--- src/rtl/i2c10_pkg.sv ---
package i2c10_pkg;
  localparam int BYTE_W = 8;
  localparam int CNT_W  = $clog2(BYTE_W + 2);
  localparam logic [4:0] TEN_TAG = 5'b11110;

  typedef enum logic [2:0] {
    ST_IDLE,
    ST_ADR_HI,
    ST_ADR_LO,
    ST_RX,
    ST_TX
  } slv_state_t;

  // First address byte: fixed tag plus A9..A8; R/W bit is not compared.
  function automatic logic hi_byte_match(input logic [BYTE_W-1:0] rx,
                                         input logic [BYTE_W-1:0] cmp);
    return (rx[7:3] == TEN_TAG) && (rx[2:1] == cmp[2:1]);
  endfunction

  // Second address byte: all eight bits compared.
  function automatic logic lo_byte_match(input logic [BYTE_W-1:0] rx,
                                         input logic [BYTE_W-1:0] cmp);
    return rx == cmp;
  endfunction
endpackage

--- src/rtl/i2c10_bus_events.sv ---
module i2c10_bus_events (
  input  logic clk,
  input  logic rst_n,
  input  logic scl_i,
  input  logic sda_i,
  output logic scl_rise_o,
  output logic scl_fall_o,
  output logic start_o,
  output logic stop_o
);
  logic scl_q, sda_q;

  always_ff @(posedge clk or negedge rst_n) begin
    if (!rst_n) begin
      scl_q <= 1'b1;
      sda_q <= 1'b1;
    end else begin
      scl_q <= scl_i;
      sda_q <= sda_i;
    end
  end

  assign scl_rise_o = scl_i & ~scl_q;
  assign scl_fall_o = ~scl_i & scl_q;
  assign start_o    = scl_i & scl_q & sda_q & ~sda_i;
  assign stop_o     = scl_i & scl_q & ~sda_q & sda_i;
endmodule

--- src/rtl/i2c10_bit_timer.sv ---
module i2c10_bit_timer
  import i2c10_pkg::*;
(
  input  logic              clk,
  input  logic              rst_n,
  input  logic              scl_rise_i,
  input  logic              scl_fall_i,
  input  logic              sda_i,
  input  logic              restart_i,
  output logic [CNT_W-1:0]  bit_cnt_o,
  output logic [BYTE_W-1:0] rx_byte_o,
  output logic              byte_fall_o,
  output logic              ack_fall_o,
  output logic              ack_low_o
);
  localparam logic [CNT_W-1:0] LAST_C = CNT_W'(BYTE_W);
  localparam logic [CNT_W-1:0] ACK_C  = CNT_W'(BYTE_W + 1);

  always_ff @(posedge clk or negedge rst_n) begin
    if (!rst_n) begin
      bit_cnt_o <= '0;
      rx_byte_o <= '0;
      ack_low_o <= 1'b0;
    end else if (restart_i) begin
      bit_cnt_o <= '0;
    end else if (scl_rise_i && bit_cnt_o <= LAST_C) begin
      if (bit_cnt_o < LAST_C) rx_byte_o <= {rx_byte_o[BYTE_W-2:0], sda_i};
      else                    ack_low_o <= ~sda_i;
      bit_cnt_o <= bit_cnt_o + 1'b1;
    end else if (scl_fall_i && bit_cnt_o == ACK_C) begin
      bit_cnt_o <= '0;
    end
  end

  assign byte_fall_o = scl_fall_i && (bit_cnt_o == LAST_C);
  assign ack_fall_o  = scl_fall_i && (bit_cnt_o == ACK_C);
endmodule

--- src/rtl/i2c10_host_regs.sv ---
module i2c10_host_regs
  import i2c10_pkg::*;
(
  input  logic              clk,
  input  logic              rst_n,
  input  logic              adr_wr_i,
  input  logic [BYTE_W-1:0] adr_wdata_i,
  input  logic              buf_wr_i,
  input  logic [BYTE_W-1:0] buf_wdata_i,
  input  logic              buf_rd_i,
  input  logic              rel_set_i,
  input  logic              flag_clr_i,
  input  logic              rx_copy_i,
  input  logic [BYTE_W-1:0] rx_byte_i,
  input  logic              tx_done_i,
  input  logic              ua_set_i,
  input  logic              ckp_clr_i,
  input  logic              irq_set_i,
  output logic [BYTE_W-1:0] adr_q,
  output logic [BYTE_W-1:0] buf_q,
  output logic              bf_q,
  output logic              ua_q,
  output logic              ckp_q,
  output logic              irq_q
);
  always_ff @(posedge clk or negedge rst_n) begin
    if (!rst_n) begin
      adr_q <= '0;
      buf_q <= '0;
      bf_q  <= 1'b0;
      ua_q  <= 1'b0;
      ckp_q <= 1'b1;
      irq_q <= 1'b0;
    end else begin
      if (adr_wr_i) adr_q <= adr_wdata_i;

      if (rx_copy_i)     buf_q <= rx_byte_i;
      else if (buf_wr_i) buf_q <= buf_wdata_i;

      if (rx_copy_i || buf_wr_i)      bf_q <= 1'b1;
      else if (buf_rd_i || tx_done_i) bf_q <= 1'b0;

      if (ua_set_i)      ua_q <= 1'b1;
      else if (adr_wr_i) ua_q <= 1'b0;

      if (ckp_clr_i)      ckp_q <= 1'b0;
      else if (rel_set_i) ckp_q <= 1'b1;

      if (irq_set_i)       irq_q <= 1'b1;
      else if (flag_clr_i) irq_q <= 1'b0;
    end
  end

  assert_bf_read_clear_R8: assert property (@(posedge clk) disable iff (!rst_n)
    (buf_rd_i && !rx_copy_i && !buf_wr_i) |=> !bf_q);

  assert_adr_wr_clears_ua_R5: assert property (@(posedge clk) disable iff (!rst_n)
    (adr_wr_i && !ua_set_i) |=> !ua_q);

  assert_irq_set_R9: assert property (@(posedge clk) disable iff (!rst_n)
    irq_set_i |=> irq_q);

  assert_irq_clear_R9: assert property (@(posedge clk) disable iff (!rst_n)
    (flag_clr_i && !irq_set_i) |=> !irq_q);
endmodule

--- src/rtl/i2c10_slave_tx.sv ---
module i2c10_slave_tx
  import i2c10_pkg::*;
(
  input  logic              clk,
  input  logic              rst_n,
  input  logic              scl_i,
  input  logic              sda_i,
  output logic              scl_pull_o,
  output logic              sda_pull_o,
  input  logic              adr_wr_i,
  input  logic [BYTE_W-1:0] adr_wdata_i,
  input  logic              buf_wr_i,
  input  logic [BYTE_W-1:0] buf_wdata_i,
  input  logic              buf_rd_i,
  output logic [BYTE_W-1:0] buf_rdata_o,
  input  logic              rel_set_i,
  input  logic              flag_clr_i,
  output logic              buf_full_o,
  output logic              upd_addr_o,
  output logic              irq_o,
  output logic              ckp_o
);
  localparam logic [CNT_W-1:0] LAST_C = CNT_W'(BYTE_W);

  // Bus events, brought out as named wires
  logic scl_rise, scl_fall, start_evt, stop_evt;
  logic [CNT_W-1:0]  bit_cnt;
  logic [BYTE_W-1:0] rx_byte, adr_q;
  logic byte_fall, ack_fall, ack_low;

  // Decisions and flag events
  slv_state_t state, next_after_ack;
  logic ten_ok, ack_drv, hold_q, tx_win;
  logic [BYTE_W-1:0] tx_sh;
  logic acc_hi, acc_lo, byte_ack;
  logic rx_copy, irq_set, ua_set, ckp_clr, hold_set, tx_done, addr_fail, lo_done;
  logic tx_drv;

  i2c10_bus_events u_events (
    .clk(clk), .rst_n(rst_n), .scl_i(scl_i), .sda_i(sda_i),
    .scl_rise_o(scl_rise), .scl_fall_o(scl_fall),
    .start_o(start_evt), .stop_o(stop_evt)
  );

  i2c10_bit_timer u_timer (
    .clk(clk), .rst_n(rst_n), .scl_rise_i(scl_rise), .scl_fall_i(scl_fall),
    .sda_i(sda_i), .restart_i(start_evt | stop_evt),
    .bit_cnt_o(bit_cnt), .rx_byte_o(rx_byte),
    .byte_fall_o(byte_fall), .ack_fall_o(ack_fall), .ack_low_o(ack_low)
  );

  i2c10_host_regs u_regs (
    .clk(clk), .rst_n(rst_n),
    .adr_wr_i(adr_wr_i), .adr_wdata_i(adr_wdata_i),
    .buf_wr_i(buf_wr_i), .buf_wdata_i(buf_wdata_i), .buf_rd_i(buf_rd_i),
    .rel_set_i(rel_set_i), .flag_clr_i(flag_clr_i),
    .rx_copy_i(rx_copy), .rx_byte_i(rx_byte), .tx_done_i(tx_done),
    .ua_set_i(ua_set), .ckp_clr_i(ckp_clr), .irq_set_i(irq_set),
    .adr_q(adr_q), .buf_q(buf_rdata_o), .bf_q(buf_full_o),
    .ua_q(upd_addr_o), .ckp_q(ckp_o), .irq_q(irq_o)
  );

  // Address acceptance
  assign acc_hi = hi_byte_match(rx_byte, adr_q) && (!rx_byte[0] || ten_ok);
  assign acc_lo = lo_byte_match(rx_byte, adr_q);

  always_comb begin
    case (state)
      ST_ADR_HI: byte_ack = acc_hi;
      ST_ADR_LO: byte_ack = acc_lo;
      ST_RX:     byte_ack = 1'b1;
      default:   byte_ack = 1'b0;
    endcase
  end

  always_comb begin
    case (state)
      ST_ADR_HI: next_after_ack = !ack_drv ? ST_IDLE : (rx_byte[0] ? ST_TX : ST_ADR_LO);
      ST_ADR_LO: next_after_ack = ack_drv ? ST_RX : ST_IDLE;
      ST_RX:     next_after_ack = ST_RX;
      ST_TX:     next_after_ack = ack_low ? ST_TX : ST_IDLE;
      default:   next_after_ack = ST_IDLE;
    endcase
  end

  // Events at the 9th falling edge
  assign rx_copy   = ack_fall && ack_drv &&
                     (state == ST_ADR_HI || state == ST_ADR_LO || state == ST_RX);
  assign irq_set   = rx_copy || (ack_fall && state == ST_TX && ack_low);
  assign ua_set    = ack_fall && ack_drv &&
                     ((state == ST_ADR_HI && !rx_byte[0]) || state == ST_ADR_LO);
  assign ckp_clr   = ack_fall && ((state == ST_ADR_HI && ack_drv && rx_byte[0]) ||
                                  (state == ST_TX && ack_low));
  assign hold_set  = ua_set || ckp_clr;
  assign tx_done   = byte_fall && state == ST_TX;
  assign addr_fail = ack_fall && !ack_drv && (state == ST_ADR_HI || state == ST_ADR_LO);
  assign lo_done   = ack_fall && ack_drv && state == ST_ADR_LO;

  always_ff @(posedge clk or negedge rst_n) begin
    if (!rst_n) begin
      state   <= ST_IDLE;
      ten_ok  <= 1'b0;
      ack_drv <= 1'b0;
      hold_q  <= 1'b0;
      tx_win  <= 1'b0;
    end else if (stop_evt) begin
      state   <= ST_IDLE;
      ten_ok  <= 1'b0;
      ack_drv <= 1'b0;
      hold_q  <= 1'b0;
      tx_win  <= 1'b0;
    end else if (start_evt) begin
      state   <= ST_ADR_HI;
      ack_drv <= 1'b0;
      hold_q  <= 1'b0;
      tx_win  <= 1'b0;
    end else begin
      if (byte_fall) begin
        ack_drv <= byte_ack;
        if (state == ST_TX) tx_win <= 1'b1;
      end
      if (ack_fall) begin
        ack_drv <= 1'b0;
        tx_win  <= 1'b0;
        state   <= next_after_ack;
        if (addr_fail) ten_ok <= 1'b0;
        if (lo_done)   ten_ok <= 1'b1;
      end
      if (hold_set)                              hold_q <= 1'b1;
      else if (hold_q && !upd_addr_o && ckp_o)   hold_q <= 1'b0;
    end
  end

  // Transmit shifter: loaded by the host between bytes, shifted on SCL falls
  always_ff @(posedge clk or negedge rst_n) begin
    if (!rst_n) begin
      tx_sh <= '1;
    end else if (buf_wr_i && !(state == ST_TX && bit_cnt != '0)) begin
      tx_sh <= buf_wdata_i;
    end else if (state == ST_TX && scl_fall && bit_cnt < LAST_C) begin
      tx_sh <= {tx_sh[BYTE_W-2:0], 1'b1};
    end
  end

  assign tx_drv     = (state == ST_TX) && !tx_win && !tx_sh[BYTE_W-1];
  assign sda_pull_o = ack_drv | tx_drv;
  assign scl_pull_o = hold_q;

  // Assertions
  assert_stop_release_R2: assert property (@(posedge clk) disable iff (!rst_n)
    stop_evt |=> (!sda_pull_o && !scl_pull_o));

  assert_hi_mismatch_nack_R3: assert property (@(posedge clk) disable iff (!rst_n)
    (byte_fall && state == ST_ADR_HI && !hi_byte_match(rx_byte, adr_q)) |=> !sda_pull_o);

  assert_ua_holds_scl_R4: assert property (@(posedge clk) disable iff (!rst_n)
    upd_addr_o |-> scl_pull_o);

  assert_tx_wait_holds_R7: assert property (@(posedge clk) disable iff (!rst_n)
    (state == ST_TX && !ckp_o && bit_cnt == '0 && !tx_win) |-> scl_pull_o);

  assert_tx_bf_clear_R10: assert property (@(posedge clk) disable iff (!rst_n)
    (tx_done && !buf_wr_i) |=> !buf_full_o);

  assert_nack_release_R11: assert property (@(posedge clk) disable iff (!rst_n)
    (ack_fall && state == ST_TX && !ack_low) |=> (!scl_pull_o && !sda_pull_o));

  assert_idle_quiet_R12: assert property (@(posedge clk) disable iff (!rst_n)
    (state == ST_IDLE) |-> (!sda_pull_o && !scl_pull_o));

  assert_sda_pull_scl_low_R13: assert property (@(posedge clk) disable iff (!rst_n)
    $rose(sda_pull_o) |-> !scl_i);
endmodule

--- config.mk ---
export PLATFORM = sky130hd
export DESIGN_NAME = i2c10_slave_tx
export DESIGN_NICKNAME = d
export VERILOG_FILES = /design/src/rtl/i2c10_pkg.sv /design/src/rtl/i2c10_bus_events.sv /design/src/rtl/i2c10_bit_timer.sv /design/src/rtl/i2c10_host_regs.sv /design/src/rtl/i2c10_slave_tx.sv
export SDC_FILE = /design/constraint.sdc
export NUM_CORES = 1
export LEC_CHECK = 0
export ABC_CLOCK_PERIOD_IN_PS = 3100
export BUFFER_PORTS_ARGS = -buffer_cell sky130_fd_sc_hd__buf_2
export CORE_MARGIN = 4
export CORE_UTILIZATION = 60
export CTS_BUF_LIST = sky130_fd_sc_hd__clkbuf_8 sky130_fd_sc_hd__clkbuf_16
export DETAILED_ROUTE_END_ITERATION = 10
export HOLD_SLACK_MARGIN = 0.12
export PLACE_DENSITY = 0.84
export SLEW_MARGIN = 5
export SYNTH_ARGS = -nofsm -noshare
export SYNTH_HDL_FRONTEND = slang
export SYNTH_SLANG_ARGS = --single-unit
--- constraint.sdc ---
create_clock -name clk -period 3.1 [get_ports clk]
set_input_delay 0.31 -clock clk [delete_from_list [all_inputs] [get_ports clk]]
set_output_delay 0.31 -clock clk [all_outputs]
set_load 0.01 [all_outputs]
==> Word level (Yosys, flattened, before mapping) <==
Cells that the tools add are included.
{ "op_classes": {"addsub": 1, "magnitude_cmp": 2, "eq_ne": 10, "mux": 42, "bitwise": 15, "n_reduce_logical": 60} }
{ "op_table": {"columns": ["op", "n"], "rows": [
  ["8-bit 2-to-1 mux", 4],
  ["1-bit logical AND", 27],
  ["1-bit 2-to-1 mux", 26],
  ["3-bit 2-to-1 mux", 6],
  ["4-bit nonzero test", 4],
  ["2-bit nonzero test", 7],
  ["4-bit 2-to-1 mux", 3],
  ["3-bit case mux with 4 select lines", 1],
  ["1-bit logical OR", 9],
  ["3-bit AND reduction", 3],
  ["3-bit nonzero test", 3],
  ["4-bit == test, second input constant", 2],
  ["8-bit == test", 1],
  ["1-bit bitwise AND", 7],
  ["3-bit by 2-bit == test with 1-bit output, second input constant", 2],
  ["1-bit logical NOT", 6],
  ["1-bit NOT", 6],
  ["5-bit == test, second input constant", 1],
  ["4-bit by 1-bit adder with 4-bit output, second input constant", 1],
  ["4-bit <= comparator, second input constant", 1],
  ["4-bit < comparator, second input constant", 1],
  ["3-bit by 1-bit == test with 1-bit output, second input constant", 1],
  ["3-bit == test, second input constant", 1],
  ["1-bit case mux with 3 select lines", 1],
  ["5 further kinds", 6]
]} }
{ "totals": {"reg_bits": 50, "input_bits": 25, "out_inout_bits": 14, "word_cells": 147} }

==> Depth between registers and ports, before layout <==
{ "depth": {"ltp_word": 10, "mapped_depth": 7, "mapped_depth_nobuf": 6} }

==> By module <==
Synthesis repeated with hierarchy kept, for this count alone.
{ "hier_totals": {"hier_cells": 233, "area_unflattened_um2": 2573.7} }
{ "modules_own_cells": {"columns": ["mod", "instances", "cells_per_inst", "area_per_inst_um2", "seq_area_each_um2"], "rows": [
  ["i2c10_slave_tx", 1, 113, 1029.7, 385.4],
  ["i2c10_host_regs", 1, 63, 823.3, 501.7],
  ["i2c10_bit_timer", 1, 51, 635.6, 325.3],
  ["i2c10_bus_events", 1, 6, 85.1, 52.6]
]} }

==> Worst setup path before layout <==
Ideal clock, no wire load.
{ "synth_path": {"path_type": "register to register", "startpoint": "register state[0]", "endpoint": "register tx_sh[1]", "setup_time_ps": 73, "arrival_ps": 1752, "required_ps": 3027, "setup_slack_ps": 1275, "stages_incl_launch_ff": 7, "n_path_buf": 2, "synth_period_minus_slack_ps": 1825, "cell_sequence": "dfrtp_1 buf_6 or3b_4 or4b_4 buf_6 mux2i_1 a21oi_1"} }
{ "synth_via": {"elab_chain_cells": 5, "elab_cells_between_ends": 8, "cone_classes": "eq/ne (1); mux (1); reduce/logical (6)"} }
{ "synth_rtl": {"columns": ["item", "line_no", "source"], "rows": [
  ["from (decl)", "i2c10_slave_tx.sv:32", "slv_state_t state, next_after_ack;"],
  ["from (signal assigned)", "i2c10_slave_tx.sv:125", "state <= next_after_ack;"],
  ["3-bit == test (*)", "i2c10_slave_tx.sv:138, i2c10_slave_tx.sv:140", null],
  ["1-bit logical AND", "i2c10_slave_tx.sv:138", "end else if (buf_wr_i && !(state == ST_TX && bit_cnt != '0)) begin"],
  ["1-bit logical NOT", "i2c10_slave_tx.sv:138", null],
  ["1-bit logical AND", "i2c10_slave_tx.sv:138", null],
  ["8-bit 2-to-1 mux / 2-bit nonzero test (equally long branches)", null, null],
  ["to (signal assigned)", "i2c10_slave_tx.sv:139", "tx_sh <= buf_wdata_i;"],
  ["to (signal assigned)", "i2c10_slave_tx.sv:141", "tx_sh <= {tx_sh[BYTE_W-2:0], 1'b1};"],
  ["to (decl)", "i2c10_slave_tx.sv:34", "logic [BYTE_W-1:0] tx_sh;"]
]} }
Mark *: on every way between the ends. The rest lies on a longest branch, timed or not.
A chain may end at the register's enable or synchronous reset.

==> Worst setup path after layout <==
{ "layout_path": {"startpoint": "register state[1]", "endpoint": "register tx_sh[6]"} }
Same word-level chain as after synthesis.

==> reports/qor.txt <==
Sequential-to-total area share from yosys stat - 0.518
Mapped Avg Cell Area - 11.0 um^2
Core ar. - 3800 um^2
Clock share of power - 0.248
Number of synthesized register bits - 50
Tmin final - 2.03 ns
Max VDD drop - 0.390 mV
Io pins - 39
Detail Route Antenna Nets - 0
Postcts setup bufs - 0
Static Leak - 0.00133 uW
Final slew viol count - 0
Sequential Power Share - 0.564
N_diodes - 0
Most frequent cell after synthesis - dfrtp_1
Final #Nets - 288
Post-place setup slack - 1.07 ns
Worst clock skew - 0.00241 ns
Syn Nets - 250
GP Congestion - 0.906
Worst EP arrival - 2.25 ns
Setup CP Type - reg2reg
Dpl hpwl - 3.46 mm
Final period utilization - 0.654
Syn. warnings - 0
Total CTS buffers - 5
Worst-Margin Slew - 1.07 ns
Synth top area share - 0.399
Crit Path Max Fanout - 16
Startpoint Class - flop
Comb pwr share - 0.189
CTS tree - yes
Die X - 71.8 um
Worst setup margin - 1.07 ns
Routed WL - 4.66 mm
Root buffer cell - clkbuf_8
Placed cells - 301
Largest net degree at the start of global routing - 51
Synthesized area - 2440 um^2
Clock sinks - 50
Initial antenna violation count - 0
CTS H-tree depth - 2
Per-cell routed wire length - 15.1 um
CTS max path bufs - 2
Max cap viols - 0
Share of layout cells above drive strength 1 - 0.307
Post-synthesis cell type count - 45
Grt ovf - 0
Vias in the first global route - 1695
Cell Pwr Density - 553 nW/um^2
Yosys top cell by area - dfrtp_1
Total number of vias - 1746
DR iter-0 viols - 104
All-Layer GR Usage - 0.192
Die area - 5160 um^2
Power Internal - 1050 uW
P_sw - 457 uW
First-pass GRT wire length - 7.84 mm
Worst Setup End Kind - flop
Async SR Flop Fraction - 1.00
Synth cell count leaders - dfrtp_1 (39), nor2_1 (22), a21oi_1 (20)
Via/cell ratio - 5.65
Final-report setup violation count - 0
Area growth, synth to finish - 12.0%
Clock Latency Late Sink - 0.30 ns
Initial core utilization - 0.643
RSZ-0062 raised after global routing - false
Fin. Hold Viols - 0
Sw Ratio - 0.303
Placed Area - 2650 um^2
FF/Latch Area - 1260 um^2
Port bufs - 38
Main area contributors after synthesis - dfrtp_1 (40%), dfstp_2 (12%), mux2_2 (7.8%)
Prevailing post-synth register cell - dfrtp_1
DR pass1 iterations - 4
FMAX - 493 MHz
Gate Count Post-Synth - 222
Clock-pin slew on the worst setup and hold paths - 0.09 ns
Status - finished clean
Design area - 2740 um^2
Hold_buf cts - 0
Rows - 22
Worst Hold Class - in2reg
Crit path required time - 3.33 ns
Post-CTS Resized - 0
Number of synthesized flops with an enable pin - 0
Fillcell total - 272
Setup TNS - 0 ns
Detailed-route DRC error count - 0
Multi-input gate area - 1080 um^2
Slew HR - 0.287
Die H - 71.8 um
Final Non-Filler Cells - 309
-- power by group through the flow --
| stage | registers [uW] | logic [uW] | clock network, uW |
|---|---|---|---|
| after global routing | 871 | 317 | 410 |
| final | 852 | 285 | 375 |
| after floorplan | 838 | 209 | 0 |
| after global placement | 859 | 272 | 0 |
| after detailed placement | 864 | 282 | 0 |
| after CTS | 851 | 286 | 384 |
-- cells by family (layout without fill, tap and decap cells) --
family | after synthesis | in the layout | share of synthesized area
and+or+nand+nor | 60 | 60 | 0.130
muxes | 34 | 34 | 0.148
AOI/OAI and AO/OA | 46 | 46 | 0.114
DFF | 50 | 50 | 0.518
adders and majority gates | 3 | 3 | 0.0154
buffers and inverters | 19 | 58 | 0.0394
xor gates and xnor gates | 10 | 10 | 0.0358
-- cell usage in the layout (no fill, tap or decap), types with 2 or more instances in the layout --
cell and n:
xnor2_1 2, mux2_2 17, o31ai_1 2, nor3_1 5, nand2b_1 5, a31oi_1 5
nand2_1 9, o21ai_0 7, nor2b_1 2, nand3_1 3, nor2_1 22, buf_2 38
inv_1 11, and2b_1 2, dfrtp_1 39, clkbuf_8 5, dfstp_2 11, a21oi_1 20
ha_1 3, o311ai_0 2, mux2i_1 17, xor2_1 8
-- layer usage --
layer | global-route usage | wire length [um]
met4 | 0.0501 | 13
met5 | 0 | 0
met2 | 0.290 | 2130
met3 | 0.0575 | 282
met1 | 0.272 | 2230
-- worst paths after layout --
path	depth (start not counted)	start	to	slack, ns
max	4	state[1]	tx_sh[6]	1.07
min in group asynchronous	1	rst_n	state[1]	0.20
max reg2reg	4	state[1]	tx_sh[6]	1.07
min	1	scl_i	u_events.scl_q	0.15
max in group asynchronous	1	rst_n	u_timer.bit_cnt_o[3]	2.24
min reg2reg	2	tx_sh[0]	tx_sh[0]	0.48
-- critical path, stage by stage, from the launching register on --
cell and delay [ns]:
dfrtp_1 0.49, or3b_4 0.45, o21ai_1 0.75, nor2_1 0.09, a21oi_1 0.18
-- area by class of cell --
class | count | area share
timing repair buffer | 39 | 0.0722
tap | 48 | 0.0219
multi-input combinational | 153 | 0.396
sequential | 50 | 0.462
inverter | 11 | 0.0151
clock buffer | 5 | 0.0251
clock inverter | 3 | 0.00777
-- metrics by stage --
stage | total power [uW] | hold slack (ns) | util
after global routing | 1600 | 0.140 | 0.720
after detailed placement | 1150 | 0.464 | 0.697
after CTS | 1520 | 0.146 | 0.720
after global placement | 1130 | 0.465 | 0.697
final | 1510 | 0.154 | 0.720
after floorplan | 1050 | 0.0144 | -
-- sequential cells by signal (all words and copies together) (netlist names), 3 cells and up --
name,flops
u_regs.buf_q,8
u_regs.adr_q,8
u_timer.bit_cnt_o,4
tx_sh,8
state,3
u_timer.rx_byte_o,8
(Power assumes the default switching activity.)
